==> src/rtl/snc_pkg.sv <==
package snc_pkg;

    localparam int BUS_W = 32;

    typedef struct packed {
        logic wic_req;
        logic light;
    } sleep_cfg_t;

    localparam sleep_cfg_t CFG_RESET = '{wic_req: 1'b1, light: 1'b0};

endpackage

==> src/rtl/snc_regs.sv <==
module snc_regs
    import snc_pkg::*;
#(
    parameter int NUM_IRQ = 52,
    parameter int ADDR_W  = 12
) (
    input  logic                 clk,
    input  logic                 rst_n,
    input  logic                 warm_rst_n,
    input  logic                 psel,
    input  logic                 penable,
    input  logic                 pwrite,
    input  logic [ADDR_W-1:0]    paddr,
    input  logic [BUS_W-1:0]     pwdata,
    output logic [BUS_W-1:0]     prdata,
    input  logic                 ack_stat,
    output logic [NUM_IRQ-1:0]   mask,
    output sleep_cfg_t           cfg
);

    localparam int MASK_WORDS = (NUM_IRQ + BUS_W - 1) / BUS_W;
    localparam int PAD_W      = MASK_WORDS * BUS_W;
    localparam int IDX_W      = ADDR_W - 2;
    localparam int CTRL_IDX   = MASK_WORDS;

    typedef struct packed {
        logic [NUM_IRQ-1:0] mask;
        sleep_cfg_t         cfg;
    } regs_t;

    regs_t              r_d, r_q;
    logic               wr_en, rd_en, aligned;
    logic [IDX_W-1:0]   idx;
    logic [PAD_W-1:0]   mask_pad;

    assign aligned  = (paddr[1:0] == 2'b00);
    assign idx      = paddr[ADDR_W-1:2];
    assign wr_en    = psel && penable && pwrite && aligned;
    assign rd_en    = psel && !pwrite && aligned;
    assign mask_pad = PAD_W'(r_q.mask);

    always_comb begin
        r_d = r_q;
        for (int i = 0; i < NUM_IRQ; i++) begin
            if (wr_en && idx == IDX_W'(i / BUS_W)) begin
                r_d.mask[i] = pwdata[i % BUS_W];
            end
        end
        if (wr_en && idx == IDX_W'(CTRL_IDX)) begin
            r_d.cfg.light   = pwdata[0];
            r_d.cfg.wic_req = pwdata[1];
        end
        if (!warm_rst_n) begin
            r_d.mask = '0;
        end
    end

    always_ff @(posedge clk or negedge rst_n) begin
        if (!rst_n) begin
            r_q <= '{mask: '0, cfg: CFG_RESET};
        end else begin
            r_q <= r_d;
        end
    end

    always_comb begin
        prdata = '0;
        if (rd_en) begin
            for (int w = 0; w < MASK_WORDS; w++) begin
                if (idx == IDX_W'(w)) begin
                    prdata = mask_pad[w*BUS_W +: BUS_W];
                end
            end
            if (idx == IDX_W'(CTRL_IDX)) begin
                prdata = {{(BUS_W-3){1'b0}}, ack_stat, r_q.cfg.wic_req, r_q.cfg.light};
            end
        end
    end

    assign mask = r_q.mask;
    assign cfg  = r_q.cfg;

    // warm reset clears the mask on the following edge
    a_r3_warm_clear: assert property (@(posedge clk) disable iff (!rst_n)
        !warm_rst_n |=> (mask == '0));

    // warm reset alone leaves the sleep settings untouched
    a_r3_cfg_kept: assert property (@(posedge clk) disable iff (!rst_n)
        (!warm_rst_n && !(psel && penable && pwrite)) |=> $stable(cfg));

    // a control write lands in the request bit
    a_r5_req_write: assert property (@(posedge clk) disable iff (!rst_n)
        (wr_en && idx == IDX_W'(CTRL_IDX)) |=> (cfg.wic_req == $past(pwdata[1])));

    // a read with no bus select returns zero
    a_r9_idle_zero: assert property (@(posedge clk) disable iff (!rst_n)
        !psel |-> (prdata == '0));

endmodule

==> src/rtl/snc_nmi.sv <==
module snc_nmi #(
    parameter int NUM_IRQ = 52
) (
    input  logic               clk,
    input  logic               rst_n,
    input  logic [NUM_IRQ-1:0] irq,
    input  logic [NUM_IRQ-1:0] mask,
    output logic               nmi
);

    logic hit;
    logic nmi_d, nmi_q;

    assign hit = |(irq & mask);

    always_comb begin
        nmi_d = hit;
    end

    always_ff @(posedge clk or negedge rst_n) begin
        if (!rst_n) begin
            nmi_q <= 1'b0;
        end else begin
            nmi_q <= nmi_d;
        end
    end

    assign nmi = nmi_q;

    // an enabled line raises the NMI one cycle later
    a_r4_nmi_set: assert property (@(posedge clk) disable iff (!rst_n)
        ((irq & mask) != '0) |=> nmi);

    // with no enabled line high the NMI drops one cycle later
    a_r4_nmi_clear: assert property (@(posedge clk) disable iff (!rst_n)
        ((irq & mask) == '0) |=> !nmi);

endmodule

==> src/rtl/snc_sync.sv <==
module snc_sync #(
    parameter int STAGES = 2
) (
    input  logic clk,
    input  logic rst_n,
    input  logic din,
    output logic dout
);

    logic [STAGES-1:0] sync_d, sync_q;

    always_comb begin
        sync_d = {sync_q[STAGES-2:0], din};
    end

    always_ff @(posedge clk or negedge rst_n) begin
        if (!rst_n) begin
            sync_q <= '0;
        end else begin
            sync_q <= sync_d;
        end
    end

    assign dout = sync_q[STAGES-1];

endmodule

==> src/rtl/snc_sleep.sv <==
module snc_sleep #(
    parameter int WAKE_DELAY = 5
) (
    input  logic clk,
    input  logic rst_n,
    input  logic core_sleeping,
    input  logic core_deep_sleep,
    input  logic light,
    output logic clk_req,
    output logic core_run_ok
);

    localparam int CNT_W = $clog2(WAKE_DELAY + 1) > 0 ? $clog2(WAKE_DELAY + 1) : 1;

    typedef struct packed {
        logic             clk_req;
        logic [CNT_W-1:0] cnt;
    } slp_t;

    slp_t s_d, s_q;
    logic drop;

    assign drop = core_sleeping && (core_deep_sleep || !light);

    always_comb begin
        s_d         = s_q;
        s_d.clk_req = !drop;
        if (drop) begin
            s_d.cnt = CNT_W'(WAKE_DELAY);
        end else if (s_q.clk_req && s_q.cnt != '0) begin
            s_d.cnt = s_q.cnt - 1'b1;
        end
    end

    always_ff @(posedge clk or negedge rst_n) begin
        if (!rst_n) begin
            s_q <= '{clk_req: 1'b1, cnt: '0};
        end else begin
            s_q <= s_d;
        end
    end

    assign clk_req     = s_q.clk_req;
    assign core_run_ok = (s_q.cnt == '0);

    // deep sleep always drops the clock request
    a_r7_deep_drop: assert property (@(posedge clk) disable iff (!rst_n)
        (core_sleeping && core_deep_sleep) |=> !clk_req);

    // shallow sleep with light-sleep set keeps the request
    a_r7_light_hold: assert property (@(posedge clk) disable iff (!rst_n)
        (core_sleeping && !core_deep_sleep && light) |=> clk_req);

    // leaving sleep restores the request
    a_r7_awake: assert property (@(posedge clk) disable iff (!rst_n)
        !core_sleeping |=> clk_req);

    // no resume while the clock request is down
    a_r8_hold_off: assert property (@(posedge clk) disable iff (!rst_n)
        !clk_req |-> !core_run_ok);

    // resume permission only rises with the clock request up for a cycle
    a_r8_rise_late: assert property (@(posedge clk) disable iff (!rst_n)
        $rose(core_run_ok) |-> (clk_req && $past(clk_req)));

endmodule

==> src/rtl/sleep_nmi_ctrl.sv <==
module sleep_nmi_ctrl
    import snc_pkg::*;
#(
    parameter int NUM_IRQ     = 52,
    parameter int ADDR_W      = 12,
    parameter int WAKE_DELAY  = 5,
    parameter int SYNC_STAGES = 2
) (
    input  logic               clk,
    input  logic               rst_n,
    input  logic               warm_rst_n,
    input  logic               psel,
    input  logic               penable,
    input  logic               pwrite,
    input  logic [ADDR_W-1:0]  paddr,
    input  logic [31:0]        pwdata,
    output logic [31:0]        prdata,
    output logic               pready,
    output logic               pslverr,
    input  logic [NUM_IRQ-1:0] irq,
    output logic               nmi,
    input  logic               core_sleeping,
    input  logic               core_deep_sleep,
    input  logic               wic_ack_in,
    output logic               wic_req,
    output logic               clk_req,
    output logic               core_run_ok
);

    logic [NUM_IRQ-1:0] mask;
    sleep_cfg_t         cfg;
    logic               ack_stat;

    assign pready  = 1'b1;
    assign pslverr = 1'b0;

    snc_sync #(.STAGES(SYNC_STAGES)) u_ack_sync (
        .clk  (clk),
        .rst_n(rst_n),
        .din  (wic_ack_in),
        .dout (ack_stat)
    );

    snc_regs #(.NUM_IRQ(NUM_IRQ), .ADDR_W(ADDR_W)) u_regs (
        .clk       (clk),
        .rst_n     (rst_n),
        .warm_rst_n(warm_rst_n),
        .psel      (psel),
        .penable   (penable),
        .pwrite    (pwrite),
        .paddr     (paddr),
        .pwdata    (pwdata),
        .prdata    (prdata),
        .ack_stat  (ack_stat),
        .mask      (mask),
        .cfg       (cfg)
    );

    snc_nmi #(.NUM_IRQ(NUM_IRQ)) u_nmi (
        .clk  (clk),
        .rst_n(rst_n),
        .irq  (irq),
        .mask (mask),
        .nmi  (nmi)
    );

    snc_sleep #(.WAKE_DELAY(WAKE_DELAY)) u_sleep (
        .clk            (clk),
        .rst_n          (rst_n),
        .core_sleeping  (core_sleeping),
        .core_deep_sleep(core_deep_sleep),
        .light          (cfg.light),
        .clk_req        (clk_req),
        .core_run_ok    (core_run_ok)
    );

    assign wic_req = cfg.wic_req;

    // the status bit follows the acknowledge two edges late
    a_r6_ack_delay: assert property (@(posedge clk) disable iff (!rst_n)
        (ack_stat != $past(ack_stat)) |-> (ack_stat == $past(wic_ack_in, 2)));

    // the request output changes only through a bus write
    a_r5_req_stable: assert property (@(posedge clk) disable iff (!rst_n)
        !(psel && penable && pwrite) |=> $stable(wic_req));

endmodule

==> config.mk <==
export PLATFORM = sky130hd
export DESIGN_NAME = sleep_nmi_ctrl
export DESIGN_NICKNAME = d
export VERILOG_FILES = /design/src/rtl/snc_pkg.sv /design/src/rtl/snc_regs.sv /design/src/rtl/snc_nmi.sv /design/src/rtl/snc_sync.sv /design/src/rtl/snc_sleep.sv /design/src/rtl/sleep_nmi_ctrl.sv
export SDC_FILE = /design/constraint.sdc
export NUM_CORES = 1
export LEC_CHECK = 0
export BUFFER_PORTS_ARGS = -buffer_cell sky130_fd_sc_hd__buf_2
export CAP_MARGIN = 15
export CELL_PAD_IN_SITES_DETAIL_PLACEMENT = 1
export CELL_PAD_IN_SITES_GLOBAL_PLACEMENT = 1
export CORE_MARGIN = 2
export CORE_UTILIZATION = 37
export DETAILED_ROUTE_END_ITERATION = 10
export PLACE_DENSITY = 0.89
export SLEW_MARGIN = 20
export SYNTH_ARGS = -nofsm -noshare
export SYNTH_HDL_FRONTEND = slang
export SYNTH_SLANG_ARGS = --single-unit
==> constraint.sdc <==
create_clock -name clk -period 4.11 [get_ports clk]
set_clock_uncertainty 0.05 [all_clocks]
set_input_delay 0.411 -clock clk [delete_from_list [all_inputs] [get_ports clk]]
set_output_delay 0.411 -clock clk [all_outputs]
set_load 0.03 [all_outputs]
Word-level counts from Yosys, hierarchy flattened
Index checks and enable logic that the tools add are counted.
- register bits: 61
- input port bits: 105
- output and inout bits: 38
- word-level logic and storage cells: 93
- add/sub/neg operators: 1
- equality and inequality tests: 4
- multiplexer cells: 59
- bitwise operators: 1
- reduce and logical (&&, ||, !) cells: 20
- operator list (cell ; count):
    32-bit two-way mux ; 4
    52-bit AND ; 1
    1-bit two-way mux ; 52
    52-bit two-way mux ; 1
    52-bit OR reduction ; 1
    10-bit by 1-bit equality test with 1-bit output, second input constant ; 1
    10-bit by 2-bit equality test with 1-bit output, second input constant ; 1
    1-bit logical AND ; 10
    10-bit zero test ; 1
    3-bit two-way mux ; 2
    2-bit by 1-bit != test with 1-bit output, second input constant ; 2
    1-bit zero test ; 3
    3-bit zero test ; 1
    3-bit nonzero test ; 1
    3-bit by 1-bit subtractor with 3-bit output, second input constant ; 1
    2-bit zero test ; 1
    2-bit nonzero test ; 1
    1-bit logical OR ; 1

Depth between registers and ports, before layout
Gate-level depths: netlist (run 1).
- depth after elaboration: 6
- mapped depth: 7
- depth with buffers taken out: 7

Cells and area by module
Synthesis (run 1) repeated with hierarchy kept, for this count alone.
- cell total of the unflattened synthesis: 337
- area, all modules: 3463.3 um^2
- by module, submodules not included (module ; instances ; cells an instance ; area an instance (um^2) ; seq. area each (um^2)):
    snc_regs ; 1 ; 281 ; 2865.2 ; 1352.5
    snc_nmi ; 1 ; 32 ; 321.6 ; 25.0
    snc_sleep ; 1 ; 18 ; 203.9 ; 101.3
    snc_sync ; 1 ; 2 ; 50.0 ; 50.0
    sleep_nmi_ctrl ; 1 ; 4 ; 22.5 ; 0.0

Worst setup path after synthesis (run 1)
Ideal clock, no wire load.
- path kind: input-to-output
- from: in pwrite
- to: out prdata[10]
- data arrival time: 1729 ps
- required time: 3649 ps
- setup slack: 1920 ps
- stages on the path: 4
- buffers on the path: 1
- cells stage by stage: nor4b_1 nand4b_2 clkbuf_1 nor2_1
- longest elaborated chain between the ends: 4
- RTL lines (what ; RTL line ; RTL):
    start, declared ; sleep_nmi_ctrl.sv:14 ; input logic pwrite,
    1-bit zero test ; snc_regs.sv:39 ; assign rd_en = psel && !pwrite && aligned;
    1-bit logical AND (2 in series) ; snc_regs.sv:39 ;
    32-bit two-way mux ; snc_regs.sv:68 ; if (rd_en) begin
    end, declared ; sleep_nmi_ctrl.sv:17 ; output logic [31:0] prdata,
No other way between the ends.

Worst setup path after layout (run 1)
- from: in pwrite
- to: out prdata[24]
Same word-level chain as after synthesis.

==> results of run 1 <==
## routing by layer
metal  routed length (um)  vias up
li1                     -     1514
met1                 4880     1613
met4                  320        0
met3                  890       26
met2                 5740      134
met5                    0        -
## state kept, by name, summed over array words and instances, names as in the netlist
register	flops
u_nmi.nmi	1
u_sleep.s_q	3
u_ack_sync.sync_q	2
u_regs.cfg	2
u_regs.mask	52
u_sleep.clk_req	1
## worst paths after layout
kind	to	from	slack (ns)
setup / recovery	prdata[24]	pwrite	1.28
hold / removal	u_regs.mask[29]$_DFFE_PN0P_	rst_n	0.07
setup reg to reg	u_nmi.nmi$_DFF_PN0_	u_regs.mask[13]$_DFFE_PN0P_	2.11
hold reg to reg	u_ack_sync.sync_q[1]$_DFF_PN0_	u_ack_sync.sync_q[0]$_DFF_PN0_	0.31
max in group asynchronous	u_regs.cfg[1]$_DFFE_PN1P_	rst_n	3.01
min in group clk	u_ack_sync.sync_q[0]$_DFF_PN0_	wic_ack_in	0.13
## synth_stat cells
cell,number
xnor2_1,1
conb_1,2
inv_1,4
a21boi_1,50
a221oi_1,11
or4_1,1
clkbuf_1,11
a22oi_1,4
buf_4,5
nand3_1,1
and3_1,2
nor4bb_1,1
dfstp_2,2
o21ai_0,5
nand4b_2,1
a21boi_0,2
a22o_1,11
dfrtp_1,59
o211a_1,1
nor4b_1,1
mux2i_1,20
nor4_4,2
mux2_2,2
and3b_1,1
nor4b_2,1
nor2b_1,2
nand2_1,111
and4_1,2
ha_1,2
nand4_1,6
buf_2,7
and2_1,15
nor2_1,18
## layout by cell type, fill, tap and decap left out, drive strengths merged, types with 11 or more instances in the layout
| cell type | synthesis | final |
|---|---|---|
| buf | 12 | 145 |
| nand2 | 111 | 111 |
| dfrtp | 59 | 59 |
| a21boi | 52 | 52 |
| mux2i | 20 | 20 |
| nor2 | 18 | 18 |
| and2 | 15 | 15 |
| clkbuf | 11 | 12 |
| a22o | 11 | 11 |
| a221oi | 11 | 11 |
## cell families (layout without fill, tap and decap cells)
group	count (synthesis)	after routing	synth area share, %
adders and majority gates	2	2	0.749
muxes	22	22	6.67
buffers and inverters	27	165	3.86
DFF	61	61	45.8
AOI/OAI and AO/OA	84	84	19.4
xor gates and xnor gates	1	1	0.262
and+or+nand+nor	165	165	23.1
other	2	2	0.225
## power groups by stage
stage               logic (mW)  clock network (mW)  registers (mW)
floorplan               0.0391                   0           0.619
global placement         0.114                   0           0.618
finish                   0.118               0.615           0.607
detailed placement       0.118                   0           0.619
global route             0.129               0.649           0.608
CTS                      0.118               0.624           0.607
## metrics by stage
| stage | utilization [%] | area [um^2] | setup WS [ns] | hold slack (ns) | total power, mW |
|---|---|---|---|---|---|
| after floorplan | - | 3340 | 1.92 | 0.0654 | 0.658 |
| after global placement | 47.0 | 4100 | 1.31 | 0.287 | 0.732 |
| after detailed placement | 47.0 | 4100 | 1.18 | 0.296 | 0.736 |
| after CTS | 49.6 | 4330 | 1.18 | 0.0882 | 1.35 |
| after global routing | 49.6 | 4330 | 1.05 | 0.120 | 1.39 |
| final | 49.6 | 4330 | 1.28 | 0.0683 | 1.34 |
## area by class of cell
type	instances	area (um^2)
fill	1074	4400
multi-input combinational	276	1680
sequential	61	1530
timing repair buffer	145	738
clock buffer	12	155
tap	108	135
clock inverter	4	70.1
inverter	4	15.0
==> impl_metrics.tcl, run 1 <==
set metrics [dict create \
    dp_hpwl_um 8640 \
    yosys_warnings 0 \
    syn-instance-count 364 \
    area_delta_synth_final_pct 29.5 \
    hold_viol 0 \
    num_vias 3287 \
    cpMostUsedCell "buf_2" \
    comb_power_share_pct 8.8 \
    ir_drop_uv 166 \
    crit_required_ns 3.65 \
    routedWlPerCell_um 19.4 \
    maxCapViolations 0 \
    rows 34 \
    setup_viol 0 \
    leakage_nw 2.12 \
    hold_buffers 0 \
    synth.top_cells.by_area "dfrtp_1 (44%), nand2_1 (12%), a21boi_1 (11%)" \
    switching_power_mw 0.306 \
    drive_gt1_share_pct 33.5 \
    route.detailed.drc 0 \
    start_kind "input port" \
    num_antenna_cells 0 \
    grt_overflow 0 \
    drt_iter0_markers 136 \
    internal_power_mw 1.03 \
    grt_pass1_wl_um 18800 \
    cts_resized 0 \
    wl_um 11800 \
    die_w_um 99.0 \
    first_pass_iters 4 \
    synth_top_area_cell "dfrtp_1" \
    cp_cell_sequence "buf_2 > nor4b_1 > nand4b_2 > buf_4 > nor2_1 > and2_1 > buf_2" \
    worst_ep_arrival_time_ns 2.37 \
    seq_area_frac_synth_pct 45.8 \
    clkLatencyLatePin_ns 0.34 \
    core_area_um2 8720 \
    crit_slowest_cell "nor2_1" \
    use_met1_pct 32.7 \
    gp_congestion 0.911 \
    min_path_type "input port to async pin" \
    critical_path.max_stage_delay_ns 0.53 \
    grt_max_degree 53 \
    maxSlewHeadroom_pct 37.0 \
    track_usage_pct 25.1 \
    synthDistinctLibCells 33 \
    cts_root_buf "clkbuf_8" \
    netlist_area_um2 3340 \
    power_frac_clock_pct 45.9 \
    worstPathMaxFanout 18 \
    crit_buf_inv 3 \
    fin_cells 610 \
    numPortBuffers 140 \
    post-cts-setup-buffers 0 \
    pwr-share-seq_pct 45.3 \
    avgSynthCellArea_um2 9.18 \
    yosysTopAreaCellShare_pct 44.2 \
    cts.path.max_buffers 2 \
    reg2reg_depth 4 \
    cts_max_level 3 \
    use_met3_pct 5.18 \
    tns_ns 0 \
    crit_path_end_kind "primary output" \
    path_depth 7 \
    io_pins 143 \
    grt_busiest_layer "met2" \
    grt_pass1_vias 3515 \
    start_util_pct 38.3 \
    max_freq_mhz 353 \
    path_clk_slew_ns 0.07 \
    cts_tree "built" \
    period_needed_ns 2.83 \
    antenna_found_initial 0 \
    ys_seq_elements 61 \
    period_share_pct 68.9 \
    p_sw_share_pct 22.8 \
    placed_cells 594 \
    tightest_slew_ns 0.945 \
    grt_setup_unrepaired "false" \
    die_h_um 99.0 \
    status "finished, final reports clean" \
    vias_per_cell 5.39 \
    clkSinkCount 61 \
    final_net_count 604 \
    drtAntennaViolNets 0 \
    powerDensity_nw_per_um2 310 \
    final_max_slew_viol_count 0 \
    met2_usage_pct 40.9 \
    path_delay_family "simple AND/OR/NAND/NOR gates" \
    dieArea_um2 9800 \
    postSynthNetCount 471 \
    worstSetupPathType "input port to primary output" \
    cts_buffers 9 \
]
No activity file was read; power rests on OpenSTA's default activity.
==> inputs of run 2 (changes only) <==
--- a/config.mk
+++ b/config.mk
@@ -5,14 +5,15 @@
 export SDC_FILE = /design/constraint.sdc
 export NUM_CORES = 1
 export LEC_CHECK = 0
+export ABC_AREA = 1
 export BUFFER_PORTS_ARGS = -buffer_cell sky130_fd_sc_hd__buf_2
 export CAP_MARGIN = 15
 export CELL_PAD_IN_SITES_DETAIL_PLACEMENT = 1
 export CELL_PAD_IN_SITES_GLOBAL_PLACEMENT = 1
 export CORE_MARGIN = 2
-export CORE_UTILIZATION = 37
+export CORE_UTILIZATION = 33
 export DETAILED_ROUTE_END_ITERATION = 10
-export PLACE_DENSITY = 0.89
+export PLACE_DENSITY = 0.84
 export SLEW_MARGIN = 20
 export SYNTH_ARGS = -nofsm -noshare
 export SYNTH_HDL_FRONTEND = slang
==> constraint.sdc (replaced) <==
create_clock -name clk -period 2.8 [get_ports clk]
set_clock_uncertainty 0.05 [all_clocks]
set_input_delay 0.28 -clock clk [delete_from_list [all_inputs] [get_ports clk]]
set_output_delay 0.28 -clock clk [all_outputs]
set_load 0.03 [all_outputs]
==> run 2 against run 1 <==
- critical path depth is the same
- synthesized cell count grew 54%
- non-clock buffer count grew 3
- global-route usage shrank 2.1 points
- sequential share of layout area shrank 2.4 points
- critical endpoint is now prdata[22]
- cell count grew 36%
- wire length grew 13%
==> impl_metrics.tcl, run 2 <==
set metrics [dict create \
    synthTopCellsByCount "nand2_1 (240), nand3_1 (97), dfrtp_1 (59)" \
    netlist_area_um2 3690 \
    drtAntennaViolNets 0 \
    dieArea_um2 12000 \
    ys_seq_elements 61 \
    ir_drop_uv 167 \
    crit_path_end_kind "primary output" \
    cts_max_level 3 \
    first_pass_iters 4 \
    grt_pass1_vias 4244 \
    crit_slowest_cell "nor2_4" \
    clkLatencyLatePin_ns 0.34 \
    avgSynthCellArea_um2 6.58 \
    worstSetupPathType "input port to primary output" \
    hold_viol 0 \
    regArea_um2 1530 \
    period_share_pct 81.6 \
    hold_ws_ns 0.144 \
    track_usage_pct 23.0 \
    grt_overflow 0 \
    route.detailed.drc 0 \
    crit_required_ns 2.47 \
    cts.path.max_buffers 2 \
    cp_cell_sequence "buf_2 > nor2_1 > nand2_1 > nor2_4 > nand2_1 > nor2_1 > buf_2" \
    synthDistinctLibCells 26 \
    gp_congestion 0.845 \
    period_needed_ns 2.28 \
    io_pins 143 \
    grt_setup_unrepaired "false" \
    final_max_slew_viol_count 0 \
    drive_gt1_share_pct 24.6 \
    tns_ns 0 \
    status "finished, final reports clean" \
    final_common_cell "nand2_1" \
    multiInputGateArea_um2 1770 \
    syn-instance-count 560 \
    die_w_um 110 \
    start_kind "input port" \
    leakage_nw 2.75 \
    worstPathMaxFanout 23 \
    yosys_warnings 0 \
    yosysTopAreaCellShare_pct 40.1 \
    grt_max_degree 62 \
    path_clk_slew_ns 0.07 \
    maxSlewHeadroom_pct 56.8 \
    wl_um 13300 \
    met3_length_um 766 \
    synth_edf_count 0 \
    maxCapViolations 0 \
    powerDensity_nw_per_um2 381 \
    largest_reg_flops 52 \
    synth.most_common_cell "nand2_1" \
    met2_length_um 6410 \
    top_layer_used "met5" \
    core_area_um2 10900 \
    tightest_slew_ns 0.647 \
    whs_path_depth 3 \
    drt_iter0_markers 238 \
    synth.top_cells.by_area "dfrtp_1 (40%), nand2_1 (24%), nand3_1 (13%)" \
    final_net_count 794 \
    start_util_pct 33.9 \
    dp_hpwl_um 9620 \
    routedWlPerCell_um 16.0 \
    async_reset_ff_share_pct 100 \
    reg2reg_depth 8 \
    min_path_type "input port to register" \
    cts_root_buf "clkbuf_8" \
    mostFrequentLayoutCells "nand2_1 (240), buf_2 (140), nand3_1 (97)" \
    drt-met1-wl_um 5830 \
    die_h_um 110 \
    rows 38 \
    num_antenna_cells 0 \
    numPortBuffers 140 \
    grt_pass1_wl_um 21000 \
    worst_ep_arrival_time_ns 1.95 \
    seq_area_frac_synth_pct 41.5 \
    antenna_found_initial 1 \
    postSynthNetCount 667 \
    max_freq_mhz 438 \
    cts_buffers 9 \
    fin_cells 832 \
    cts_resized 0 \
    setup_viol 0 \
    synth_ff_type "dfrtp_1" \
    area_delta_synth_final_pct 26.0 \
    synth_top_area_cell "dfrtp_1" \
    fill_cells 1518 \
    critical_path.max_stage_delay_ns 0.49 \
    clkSinkCount 61 \
    num_vias 4127 \
    placed_cells 814 \
    cts_tree "built" \
    vias_per_cell 4.96 \
]
-- run 2: cell types whose count changed in the layout (fill, tap and decap cells not counted), moves of 12 or more --
| cell | before | now |
|---|---|---|
| a21boi_1 | 50 | 0 |
| and2_1 | 15 | 0 |
| mux2i_1 | 20 | 0 |
| nor2_1 | 18 | 30 |
| nand2_1 | 111 | 240 |
| nand3_1 | 1 | 97 |
| inv_1 | 4 | 53 |
| a21oi_1 | 0 | 21 |
-- run 2: power breakdown --
part           internal, mW  switching [mW]  total (mW)
registers             0.889         0.00376       0.893
logic                0.0807           0.128       0.208
clock network         0.316           0.354       0.669
-- run 2: timing repair --
item,CTS,global route
setup buffers,0,0
endpoints found under the hold margin,60,0
hold buffers,2,0
-- run 2: logic make-up after synthesis --
| family | Yosys count | share of synthesized area (%) |
|---|---|---|
| fa+ha+maj | 2 | 0.679 |
| flops | 61 | 41.5 |
| other cells | 2 | 0.204 |
| buf+inv | 89 | 10.8 |
| simple gates | 378 | 42.8 |
| compound gates | 28 | 4.07 |
-- run 2: worst paths after layout --
kind,start,endpoint,slack (ns)
max,paddr[5],prdata[22],0.52
min,pwdata[1],u_regs.cfg[1]$_DFFE_PN1P_,0.14
max reg2reg,u_sleep.s_q[0]$_DFFE_PN0P_,u_sleep.s_q[1]$_DFFE_PN0P_,1.21
min reg2reg,u_ack_sync.sync_q[0]$_DFF_PN0_,u_ack_sync.sync_q[1]$_DFF_PN0_,0.30
max in group asynchronous,rst_n,u_regs.cfg[1]$_DFFE_PN1P_,1.97
min in group asynchronous,rst_n,u_ack_sync.sync_q[0]$_DFF_PN0_,0.44
-- run 2: through the flow --
stage          power (mW)  utilization (%)  worst slack, ns  area (um^2)
6_report             1.77             42.7            0.516         4650
3_5_place_dp         1.12             41.0            0.519         4470
3_3_place_gp         1.11             41.0            0.626         4470
4_1_cts              1.79             42.7            0.512         4650
5_1_grt              1.85             42.7            0.333         4650
2_1_floorplan       0.991                -             1.01         3690
-- run 2: layout make-up --
type	count	share of cell area, %
Inverter	57	4.61
Clock inverter	5	0.593
Sequential cell	61	32.9
Tap cell	140	3.77
Multi-Input combinational cell	410	38.0
Timing Repair Buffer	148	17.3
Clock buffer	11	2.83
-- run 2: critical path, delay by kind of cell --
family,cells,cell delay [ns]
buffers and inverters,2,0.31
AND/OR/NAND/NOR,5,1.35
-- run 2: layer usage --
layer	GRT usage, %	up-vias
li1	-	1996
met1	29.6	1957
met2	38.3	146
met3	4.03	26
met4	9.13	2
met5	0	-
